File: src/rtl/prg_bank_pkg.sv
package prg_bank_pkg;
  localparam int PAGE_W = 8;
  localparam int CFG_W  = 8;
  localparam int LOW_W  = 4;
  localparam int WIN_W  = 2;
  typedef logic [PAGE_W-1:0] page_t;
  typedef logic [CFG_W-1:0]  cfg_t;
  localparam page_t MASK_INIT = page_t'(8'h3F);
  localparam page_t HI_ONLY   = page_t'({(PAGE_W-LOW_W){1'b1}}) << LOW_W;
endpackage

File: src/rtl/prg_mask_gen.sv
module prg_mask_gen
  import prg_bank_pkg::*;
(
  input  cfg_t  cfg_a_i,
  input  cfg_t  cfg_b_i,
  output page_t mask_o
);
  // 1 = bit from inner value, 0 = bit from outer offset
  always_comb begin
    mask_o    = MASK_INIT;
    mask_o[4] = MASK_INIT[4] ^ cfg_a_i[6];
    mask_o[5] = MASK_INIT[5] ^ cfg_b_i[7];
    mask_o[6] = cfg_b_i[6];
    mask_o[7] = cfg_b_i[5];
  end

  logic unused_mask;
  assign unused_mask = ^{cfg_a_i[7], cfg_a_i[5:0], cfg_b_i[4:0]};
endmodule

File: src/rtl/prg_offset_gen.sv
module prg_offset_gen
  import prg_bank_pkg::*;
(
  input  cfg_t  cfg_a_i,
  input  cfg_t  cfg_b_i,
  output page_t offset_o
);
  localparam int BASE_W = PAGE_W;
  logic [BASE_W-1:0]       base;
  logic [BASE_W+LOW_W-1:0] shifted;

  assign base     = {cfg_a_i[5:4], cfg_b_i[3:2], cfg_b_i[4], cfg_a_i[2:0]};
  assign shifted  = {base, {LOW_W{1'b0}}};
  assign offset_o = shifted[PAGE_W-1:0];

  logic unused_off;
  assign unused_off = ^{shifted[BASE_W+LOW_W-1:PAGE_W], cfg_a_i[7:6], cfg_a_i[3],
                        cfg_b_i[7:5], cfg_b_i[1:0]};
endmodule

File: src/rtl/prg_tail_remap.sv
module prg_tail_remap
  import prg_bank_pkg::*;
(
  input  logic             en_i,
  input  logic             swap_i,
  input  logic [WIN_W-1:0] win_i,
  input  page_t            page_i,
  output page_t            page_o
);
  logic tail_page, hit;
  assign tail_page = &page_i[PAGE_W-1:1];
  assign hit       = en_i && tail_page && !swap_i && win_i[WIN_W-1];
  assign page_o    = hit ? '0 : page_i;
endmodule

File: src/rtl/prg_bank_composer.sv
module prg_bank_composer
  import prg_bank_pkg::*;
(
  input  logic [7:0] inner_page_i,
  input  logic [1:0] win_i,
  input  logic       swap_i,
  input  logic [7:0] cfg_a_i,
  input  logic [7:0] cfg_b_i,
  input  logic [7:0] cfg_m_i,
  output logic [7:0] page_o
);
  logic fixed_en, wide32, remap_en;
  assign fixed_en = cfg_m_i[4];
  assign wide32   = cfg_b_i[1];
  assign remap_en = cfg_m_i[6];

  page_t mask_raw, mask_eff, offset, inner_eff, low_fix;

  prg_mask_gen u_mask (
    .cfg_a_i (cfg_a_i),
    .cfg_b_i (cfg_b_i),
    .mask_o  (mask_raw)
  );

  prg_offset_gen u_off (
    .cfg_a_i  (cfg_a_i),
    .cfg_b_i  (cfg_b_i),
    .offset_o (offset)
  );

  prg_tail_remap u_remap (
    .en_i   (remap_en),
    .swap_i (swap_i),
    .win_i  (win_i),
    .page_i (inner_page_i),
    .page_o (inner_eff)
  );

  assign mask_eff = fixed_en ? (mask_raw & HI_ONLY) : mask_raw;

  // fixed-bank low field, one bit per generate slice
  for (genvar i = 0; i < PAGE_W; i++) begin : g_low
    if (i == 0) begin : g_a13
      assign low_fix[i] = fixed_en & win_i[0];
    end else if (i == 1) begin : g_a14
      assign low_fix[i] = fixed_en & (wide32 ? win_i[1] : cfg_m_i[1]);
    end else if (i < LOW_W) begin : g_reg
      assign low_fix[i] = fixed_en & cfg_m_i[i];
    end else begin : g_none
      assign low_fix[i] = 1'b0;
    end
  end

  assign page_o = (offset & ~mask_eff) | (inner_eff & mask_eff) | low_fix;

  logic unused_top;
  assign unused_top = ^{cfg_m_i[7], cfg_m_i[5], cfg_m_i[0]};
endmodule

File: config.mk
export PLATFORM = sky130hd
export DESIGN_NAME = prg_bank_composer
export DESIGN_NICKNAME = d
export VERILOG_FILES = /design/src/rtl/prg_bank_pkg.sv /design/src/rtl/prg_mask_gen.sv /design/src/rtl/prg_offset_gen.sv /design/src/rtl/prg_tail_remap.sv /design/src/rtl/prg_bank_composer.sv
export SDC_FILE = /design/constraint.sdc
export NUM_CORES = 1
export LEC_CHECK = 0
export BUFFER_PORTS_ARGS = -buffer_cell sky130_fd_sc_hd__buf_2
export CAP_MARGIN = 10
export CORE_AREA = 3 3 40 42
export DETAILED_ROUTE_END_ITERATION = 10
export DIE_AREA = 0 0 43 45
export GPL_TIMING_DRIVEN = 0
export PLACE_DENSITY = 0.72
export SLEW_MARGIN = 5
export SYNTH_ARGS = -nofsm -noshare
export SYNTH_HDL_FRONTEND = slang
export SYNTH_HIERARCHICAL = 1
export SYNTH_SLANG_ARGS = --single-unit
File: constraint.sdc
create_clock -name vclk -period 1.7
set_input_delay 0.085 -clock vclk [all_inputs]
set_output_delay 0.085 -clock vclk [all_outputs]
set_load 0.02 [all_outputs]
* After elaboration in Yosys (flattened, before gate mapping)
Cells that the tools add are included.
** Operators by class
- Mux-type cells :: 3
- Reduce and logical (&&, ||, !) cells :: 5
- Bitwise operators :: 11
** Operators by type and width (number)
- 8-bit AND :: 2
- 8-bit two-way mux :: 1
- 8-bit NOT :: 1
- 8-bit by 4-bit OR with 8-bit output :: 1
- 8-bit OR :: 1
- 7-bit AND reduction :: 1
- 1-bit AND :: 4
- 4-bit two-way mux :: 1
- 1-bit logical AND :: 3
- 1-bit NOT :: 2
- 1-bit zero test :: 1
- 1-bit two-way mux :: 1
** Storage, ports and cells
- Register bits after elaboration :: 0
- Word-level logic and storage cells :: 19
- Input port bits :: 35

* Logic depth before layout (Yosys ltp)
Gate-level depths: netlist of the first run.
- Depth after elaboration :: 8
- Depth in mapped cells :: 5
- Depth with buffers taken out :: 4

* By module
Netlist of the first run, hierarchy kept.
** Modules (own cells, without submodules)
- prg_bank_composer :: seq. area each 0.0 µm², cells an instance 18, instances 1, area each 167.7 µm²
- prg_tail_remap :: seq. area each 0.0 µm², cells an instance 22, instances 1, area each 121.4 µm²
- prg_offset_gen :: seq. area each 0.0 µm², cells an instance 9, instances 1, area each 63.8 µm²
- prg_mask_gen :: seq. area each 0.0 µm², cells an instance 9, instances 1, area each 56.3 µm²

* Least setup slack after synthesis of the first run
Ideal clock, no wire load.
- Path type :: in2out
- Start :: input port inner_page_i[3]
- End :: output port page_o[0]
- Path slack :: 0.616 ns
- Arrival :: 0.999 ns
- Stages :: 5
- Path through :: and4b_1 -> buf_4 -> a31oi_1 -> mux2i_1 -> mux2i_1
** On the way
- Word-level cells in the longest chain between the ends :: 8
** RTL lines
- from (decl) :: RTL line prg_bank_composer.sv:4 : input logic [7:0] inner_page_i,
- 7-bit AND reduction :: RTL line prg_tail_remap.sv:11 : assign tail_page = &page_i[PAGE_W-1:1];
- 1-bit logical AND (3 in a row) :: RTL line prg_tail_remap.sv:12 : assign hit = en_i && tail_page && !swap_i && win_i[WIN_W-1];
- 8-bit two-way mux :: RTL line prg_tail_remap.sv:13 : assign page_o = hit ? '0 : page_i;
- net inner_eff[0] :: RTL line prg_bank_composer.sv:17 : page_t mask_raw, mask_eff, offset, inner_eff, low_fix;
- 8-bit AND :: RTL line prg_bank_composer.sv:54 : assign page_o = (offset & ~mask_eff) | (inner_eff & mask_eff) | low_fix;
- 8-bit OR :: RTL line prg_bank_composer.sv:54
- 8-bit by 4-bit OR with 8-bit output :: RTL line prg_bank_composer.sv:54
- to (decl) :: RTL line prg_bank_composer.sv:10 : output logic [7:0] page_o
The timed path passes the listed nets, and every way through them passes these cells.

* Worst setup path after layout of the first run
- Start :: input port cfg_m_i[6]
- End :: output port page_o[1]
** On the way
- Word-level cells in the longest chain between the ends :: 7
** RTL lines
- from (decl) :: RTL line prg_bank_composer.sv:9 : input logic [7:0] cfg_m_i,
- 1-bit logical AND (3 in a row) :: RTL line prg_tail_remap.sv:12
- 8-bit two-way mux :: RTL line prg_tail_remap.sv:13
- net inner_eff[1] :: RTL line prg_bank_composer.sv:17
- 8-bit AND :: RTL line prg_bank_composer.sv:54
- 8-bit OR :: RTL line prg_bank_composer.sv:54
- 8-bit by 4-bit OR with 8-bit output :: RTL line prg_bank_composer.sv:54
The timed path passes the listed nets, and every way through them passes these cells.

==> impl_metrics.env, run 1 <==
export IMPL_nClkBuffers=0
export IMPL_seq_cells=0
export IMPL_met3_usage=0.00797
export IMPL_row_count=13
export IMPL_gr_total_overflow=0
export IMPL_crit_path_end_kind="output pin"
export IMPL_synth_area_leaders="buf_4 (28%), mux2i_1 (17%), a31oi_1 (12%)"
export IMPL_power_density_mw_per_mm2=239
export IMPL_worstPathArrival_ns=1.22
export IMPL_slew_viol_final=0
export IMPL_cpMostUsedCell="buf_2"
export IMPL_outcome="completed"
export IMPL_hold_path_cell_count=3
export IMPL_synth_area_um2=409
export IMPL_cp_required_ns=1.62
export IMPL_synthCells=58
export IMPL_hold_path_class="in2out"
export IMPL_maxCapViolCount=0
export IMPL_fmax_mhz=769
export IMPL_ir_drop_mv=0.0876
export IMPL_finalHoldViolCount=0
export IMPL_via_per_inst=4.16
export IMPL_yosysMostFrequentCell="buf_4"
export IMPL_power_internal_mw=0.0758
export IMPL_dp_slack_ns=0.397
export IMPL_fin_ws_ns=0.400
export IMPL_dpl_cell_area_um2=581
export IMPL_hold_buffers=0
export IMPL_seqCellArea_um2=0
export IMPL_synthTopCellsByCount="buf_4 (15), inv_1 (10), a31oi_1 (8)"
export IMPL_cp_slowest_stage_delay_ns=0.27
export IMPL_ys_types=16
export IMPL_critPathBufInv=3
export IMPL_fp_dieW_um=43
export IMPL_rsz0062_at_grt="false"
export IMPL_period_minus_slack_ns=1.30
export IMPL_routed_wl_um=917
export IMPL_synth_top_area_frac=0.275
export IMPL_power_leakage_nw=0.363
export IMPL_grt_pass1_vias=320
export IMPL_worstHoldStart="cfg_a_i[2]"
export IMPL_critPathLaunchType="primary input"
export IMPL_p_comb_frac=1.000
export IMPL_cts_resized=0
export IMPL_critPathSlowestCell="mux2_4"
export IMPL_postCtsSetupRepairBufs=0
export IMPL_drive_gt1_frac=0.533
export IMPL_pwr_share_clk=0
export IMPL_syn_area_per_cell_um2=7.05
export IMPL_core_area_mm2=0.00128
export IMPL_antenna_found_initial=0
export IMPL_start_util=0.318
export IMPL_vias=437
export IMPL_gr_usage_all_layers=0.0763
export IMPL_critical_path_top_delay_family="buffers and inverters"
export IMPL_worstSetupPathType="in2out"
export IMPL_drtAntennaViolNets=0
export IMPL_dr_pass1_iters=4
export IMPL_place_hpwl_um=824
export IMPL_swShare=0.453
export IMPL_portBuffers=26
export IMPL_area_delta_synth_final_pct=41.9
export IMPL_sequentialPowerShare=0
export IMPL_final_setup_viol_count=0
export IMPL_critPathMaxFanout=7
export IMPL_finalCritPeriodShare=0.765
export IMPL_hold_path_end="page_o[6]"
export IMPL_synth_area_leader_cell="buf_4"
export IMPL_nets=127
export IMPL_diodes=0
export IMPL_wl_per_cell_um=8.73
export IMPL_gp_congestion=0.732
export IMPL_drtIter0Drc=9
export IMPL_fp_dieH_um=45
export IMPL_ys_seq_area_frac=0
export IMPL_fin_area_um2=581
export IMPL_power_switching_mw=0.0628
export IMPL_grt_pass1_wl_um=1240
export IMPL_setup_tns_ns=0
export IMPL_grt_busiest_layer="met2"
export IMPL_yosysWarningCount=6
export IMPL_path_cells="buf_2 -> and2_1 -> clkbuf_1 -> a31oi_1 -> mux2_4 -> a2bb2oi_2 -> buf_2"
export IMPL_io_pins=43
export IMPL_power_mw=0.139
export IMPL_die_area_mm2=0.00194
export IMPL_grt_start_max_net_pins=9
export IMPL_grt_met2_usage=0.129
export IMPL_worst_path_stages=7
export IMPL_met1_usage=0.112
export IMPL_drc=0
kinds of logic (layout without fill, tap and decap cells):
| logic type | Yosys count | after routing | share of synthesized area |
|---|---|---|---|
| buffers and inverters | 28 | 54 | 0.401 |
| multiplexers | 12 | 12 | 0.318 |
| AO/OA/AOI/OAI | 9 | 9 | 0.159 |
| AND/OR/NAND/NOR | 7 | 7 | 0.104 |
| other | 2 | 8 | 0.0184 |
cell usage in the layout (no fill, tap or decap):
cell type  synthesis  final
a2bb2oi_2          1      1
a31oi_1            8      8
and2_1             1      1
and4_1             1      1
and4b_1            1      1
buf_2              2     28
buf_4             15     15
clkbuf_1           1      1
conb_1             2      8
inv_1             10     10
mux2_1             1      1
mux2_2             3      3
mux2_4             1      1
mux2i_1            7      7
nor2_1             3      3
nor2b_1            1      1
per-stage QoR:
step | instances | utilization | hold slack, ns
4_1_cts | 105 | 0.452 | 0.504
5_1_grt | 105 | 0.452 | 0.519
6_report | 105 | 0.452 | 0.501
3_3_place_gp | 105 | 0.452 | 0.493
2_1_floorplan | 64 | - | 0.405
3_5_place_dp | 105 | 0.452 | 0.498
cell type report:
cell class	instances	area, µm²
fill	139	704
multi-input combinational	36	268
timing repair buffer	26	130
buffer	18	126
inverter	10	37.5
tap	15	18.8
metal layers:
layer | vias up | share of wire
met4 | 0 | 0
met2 | 14 | 0.54
met1 | 186 | 0.38
met5 | - | 0
met3 | 0 | 0.085
li1 | 237 | -
power groups by stage:
stage / Clock [mW] / Combinational [mW] / Sequential (mW)
final: 0 / 0.139 / 0
after global placement: 0 / 0.137 / 0
after detailed placement: 0 / 0.139 / 0
after global routing: 0 / 0.151 / 0
after CTS: 0 / 0.139 / 0
after floorplan: 0 / 0.0971 / 0
worst max path at each step:
stage / start / endpoint / slack (ns)
after floorplan: inner_page_i[3] / page_o[0] / 0.62
after global placement: cfg_m_i[6] / page_o[1] / 0.41
after detailed placement: cfg_m_i[6] / page_o[1] / 0.40
after CTS: cfg_m_i[6] / page_o[1] / 0.40
after global routing: cfg_m_i[6] / page_o[1] / 0.30
final: cfg_m_i[6] / page_o[1] / 0.40
No activity file was read; power rests on OpenSTA's default activity.
==> run 2, diff against run 1 <==
ABC_AREA = 1   (was unset)
clock period = 1.1 ns   (was 1.7 ns; I/O delays follow)
==> impl_metrics.env, run 2 <==
export IMPL_drtIter0Drc=1
export IMPL_grt_start_max_net_pins=9
export IMPL_via_per_inst=3.81
export IMPL_power_switching_mw=0.102
export IMPL_fin_ws_ns=0.103
export IMPL_final_common_cell="buf_2"
export IMPL_critPathSlowestCell="nor2_4"
export IMPL_ir_drop_mv=0.145
export IMPL_hold_path_cell_count=3
export IMPL_slew_viol_final=0
export IMPL_rsz0062_at_grt="true"
export IMPL_ys_types=11
export IMPL_seqCellArea_um2=0
export IMPL_nets=149
export IMPL_yosysWarningCount=6
export IMPL_path_cells="buf_6 -> nand2_2 -> nor2_2 -> nand2_2 -> nor2_4 -> nor2_1 -> nor2_1 -> a21oi_1 -> buf_4"
export IMPL_drive_gt1_frac=0.438
export IMPL_syn_area_per_cell_um2=4.76
export IMPL_grt_pass1_vias=443
export IMPL_finalCritPeriodShare=0.907
export IMPL_start_util=0.289
export IMPL_outcome="completed"
export IMPL_io_pins=43
export IMPL_fin_area_um2=601
export IMPL_place_hpwl_um=799
export IMPL_synth_area_um2=372
export IMPL_yosysMostFrequentCell="inv_1"
export IMPL_critPathLaunchType="primary input"
export IMPL_grt_met2_usage=0.183
export IMPL_drtAntennaViolNets=0
export IMPL_power_density_mw_per_mm2=360
export IMPL_swShare=0.473
export IMPL_fp_dieH_um=45
export IMPL_ys_seq_area_frac=0
export IMPL_synth_top_area_frac=0.283
export IMPL_met1_usage=0.133
export IMPL_nClkBuffers=0
export IMPL_p_comb_frac=1.000
export IMPL_area_delta_synth_final_pct=61.6
export IMPL_wl_per_cell_um=7.41
export IMPL_crit_path_end_kind="output pin"
export IMPL_worstPathArrival_ns=0.94
export IMPL_row_count=13
export IMPL_final_cell_mix="buf_2 (20), inv_1 (19), buf_4 (18), nand2_1 (12), nor2_1 (10)"
export IMPL_grt_busiest_layer="met2"
export IMPL_power_internal_mw=0.114
export IMPL_synth_area_leaders="buf_4 (28%), inv_1 (19%), nand2_1 (15%)"
export IMPL_dpl_cell_area_um2=548
export IMPL_period_minus_slack_ns=0.997
export IMPL_cp_required_ns=1.04
export IMPL_critPathMaxFanout=8
export IMPL_maxCapViolCount=0
export IMPL_fp_dieW_um=43
export IMPL_dr_pass1_iters=2
export IMPL_sequentialPowerShare=0
export IMPL_final_setup_viol_count=0
export IMPL_grt_pass1_wl_um=1570
export IMPL_worstHoldStart="cfg_b_i[5]"
export IMPL_power_leakage_nw=0.399
export IMPL_portBuffers=27
export IMPL_die_area_mm2=0.00194
export IMPL_cp_slowest_stage_delay_ns=0.21
export IMPL_diodes=0
export IMPL_met3_usage=0
export IMPL_finalHoldViolCount=0
export IMPL_synthCells=78
export IMPL_hold_path_end="page_o[7]"
export IMPL_gp_congestion=0.652
export IMPL_synthTopCellsByCount="inv_1 (19), nand2_1 (15), buf_4 (14)"
export IMPL_power_mw=0.216
export IMPL_worstSetupPathType="in2out"
export IMPL_antenna_found_initial=0
export IMPL_routed_wl_um=941
export IMPL_fmax_mhz=1000
export IMPL_gr_total_overflow=0
export IMPL_synth_area_leader_cell="buf_4"
export IMPL_seq_cells=0
export IMPL_dp_slack_ns=0.0595
export IMPL_hold_path_class="in2out"
export IMPL_drc=0
export IMPL_core_area_mm2=0.00128
export IMPL_pwr_share_clk=0
export IMPL_gr_usage_all_layers=0.0970
export IMPL_vias=484
run 2: repair_timing:
| item | CTS | global route |
|---|---|---|
| resized for setup | 0 | 12 |
| setup endpoints to repair | 0 | 6 |
| hold buffers | 0 | 0 |
| setup buffers | 0 | 1 |
run 2: how the worst max path moves through the flow:
stage	start	end	slack (ns)	cells after the start
floorplan	inner_page_i[5]	page_o[0]	0.30	7
global placement	inner_page_i[5]	page_o[1]	0.08	9
detailed placement	inner_page_i[5]	page_o[3]	0.06	9
CTS	inner_page_i[5]	page_o[3]	0.06	9
global route	inner_page_i[7]	page_o[2]	-0.03	9
finish	inner_page_i[7]	page_o[2]	0.10	9
run 2: final cells by class:
type | instances | area (µm²)
inverters | 20 | 75.1
well taps | 15 | 18.8
plain buffers | 14 | 105
repair buffers | 28 | 175
fillers | 145 | 684
multi-input cells | 50 | 226
run 2: routing by layer:
metal  routed length, µm  vias to the layer above
met3                  69                        0
met1                 381                      191
met2                 490                       19
met5                   0                        -
li1                    -                      274
met4                   0                        0
run 2: critical path: cells and delay by family:
family                 cells  cell delay, ns
and+or+nand+nor            6            0.60
buffers and inverters      2            0.23
AOI/OAI and AO/OA          1            0.05
run 2: power by group through the flow:
stage	clock network (mW)	logic (mW)	registers [mW]
after floorplan	0	0.126	0
after global placement	0	0.191	0
after detailed placement	0	0.194	0
after CTS	0	0.194	0
after global routing	0	0.243	0
final	0	0.216	0
run 2: cells by family (layout without fill, tap and decap cells):
| group | Yosys count | after routing | share of synthesized area |
|---|---|---|---|
| AOI/OAI and AO/OA | 10 | 10 | 0.135 |
| and+or+nand+nor | 32 | 32 | 0.360 |
| other | 2 | 8 | 0.0202 |
| buffers and inverters | 34 | 62 | 0.485 |
run 2: per-stage QoR:
stage                     hold WS (ns)   util  TNS [ns]  std cells
after floorplan                  0.341      -         0         84
after global placement           0.403  0.426         0        126
after detailed placement         0.415  0.426         0        126
after CTS                        0.414  0.426         0        126
after global routing             0.421  0.467   -0.0616        127
final                            0.417  0.467         0        127
==> run 3, diff against run 2 <==
PLACE_DENSITY = 0.69   (was 0.72)
clock period = 1.3 ns   (was 1.1 ns; I/O delays follow)
==> impl_metrics.env, run 3 (same netlist as run 2, synthesis figures left out) <==
export IMPL_seq_cells=0
export IMPL_gp_congestion=0.678
export IMPL_drc=0
export IMPL_place_hpwl_um=809
export IMPL_wl_per_cell_um=7.01
export IMPL_dr_pass1_iters=2
export IMPL_critPathLaunchType="primary input"
export IMPL_crit_path_end_kind="output pin"
export IMPL_vias=478
export IMPL_cp_required_ns=1.24
export IMPL_portBuffers=27
export IMPL_grt_pass1_vias=415
export IMPL_grt_start_max_net_pins=9
export IMPL_worstPathArrival_ns=0.96
export IMPL_rsz0062_at_grt="false"
export IMPL_row_count=13
export IMPL_io_pins=43
export IMPL_antenna_found_initial=0
export IMPL_grt_pass1_wl_um=1460
export IMPL_gr_usage_all_layers=0.0904
export IMPL_slew_viol_final=0
export IMPL_area_delta_synth_final_pct=47.5
export IMPL_power_density_mw_per_mm2=301
export IMPL_final_common_cell="buf_2"
export IMPL_final_cell_mix="buf_2 (27), inv_1 (19), nand2_1 (15), buf_4 (14), nor2_1 (12)"
export IMPL_final_setup_viol_count=0
export IMPL_outcome="completed"
export IMPL_worstSetupPathType="in2out"
export IMPL_finalCritPeriodShare=0.785
export IMPL_drive_gt1_frac=0.387
export IMPL_fp_dieW_um=43
export IMPL_finalHoldViolCount=0
export IMPL_seqCellArea_um2=0
export IMPL_drtIter0Drc=1
export IMPL_nClkBuffers=0
export IMPL_cts_resized=0
export IMPL_hold_path_class="in2out"
export IMPL_via_per_inst=3.79
export IMPL_power_mw=0.165
export IMPL_diodes=0
export IMPL_critPathMaxFanout=8
export IMPL_power_leakage_nw=0.381
export IMPL_postCtsSetupRepairBufs=0
export IMPL_core_area_mm2=0.00128
export IMPL_routed_wl_um=883
export IMPL_die_area_mm2=0.00194
export IMPL_maxCapViolCount=0
export IMPL_nets=148
export IMPL_hold_buffers=0
export IMPL_drtAntennaViolNets=0
export IMPL_setup_tns_ns=0
export IMPL_gr_total_overflow=0
export IMPL_start_util=0.289
export IMPL_period_minus_slack_ns=1.02
export IMPL_fp_dieH_um=45
export IMPL_fin_util=0.426
export IMPL_ir_drop_mv=0.121
export IMPL_fmax_mhz=979
[run 3: layer usage]
metal | share of wire | up-vias | GRT usage
li1 | - | 273 | -
met1 | 0.41 | 187 | 0.117
met2 | 0.51 | 18 | 0.180
met3 | 0.089 | 0 | 0
met4 | 0 | 0 | 0
met5 | 0 | - | 0
[run 3: worst paths after layout]
check,start,end,slack [ns],cells after the start
setup / recovery,inner_page_i[5],page_o[1],0.28,9
hold / removal,cfg_b_i[5],page_o[7],0.44,3
[run 3: report_power, final]
| part | total [mW] | switching, mW | internal [mW] |
|---|---|---|---|
| registers | 0 | 0 | 0 |
| logic | 0.165 | 0.0831 | 0.0816 |
| clock network | 0 | 0 | 0 |
[run 3: cell type report]
type | count | area [µm²]
Timing Repair Buffer | 27 | 135
Inverter | 20 | 75.1
Buffer | 14 | 105
Tap cell | 15 | 18.8
Fill cell | 148 | 737
Multi-Input combinational cell | 50 | 214
[run 3: through the flow]
stage | setup WS (ns) | hold WS [ns] | std cells | area, µm²
2_1_floorplan | 0.479 | 0.361 | 84 | 394
3_3_place_gp | 0.260 | 0.425 | 126 | 548
3_5_place_dp | 0.263 | 0.441 | 126 | 548
4_1_cts | 0.258 | 0.439 | 126 | 548
5_1_grt | 0.158 | 0.450 | 126 | 548
6_report | 0.279 | 0.435 | 126 | 548
[run 3: worst max-delay path: stages]
cell and delay, ns:
buf_2 0.09, nand2_1 0.05, nor2_1 0.11, nand2_1 0.09, nor2_4 0.19, nor2_1 0.06
nand3_1 0.08, nand3_1 0.07, buf_2 0.16
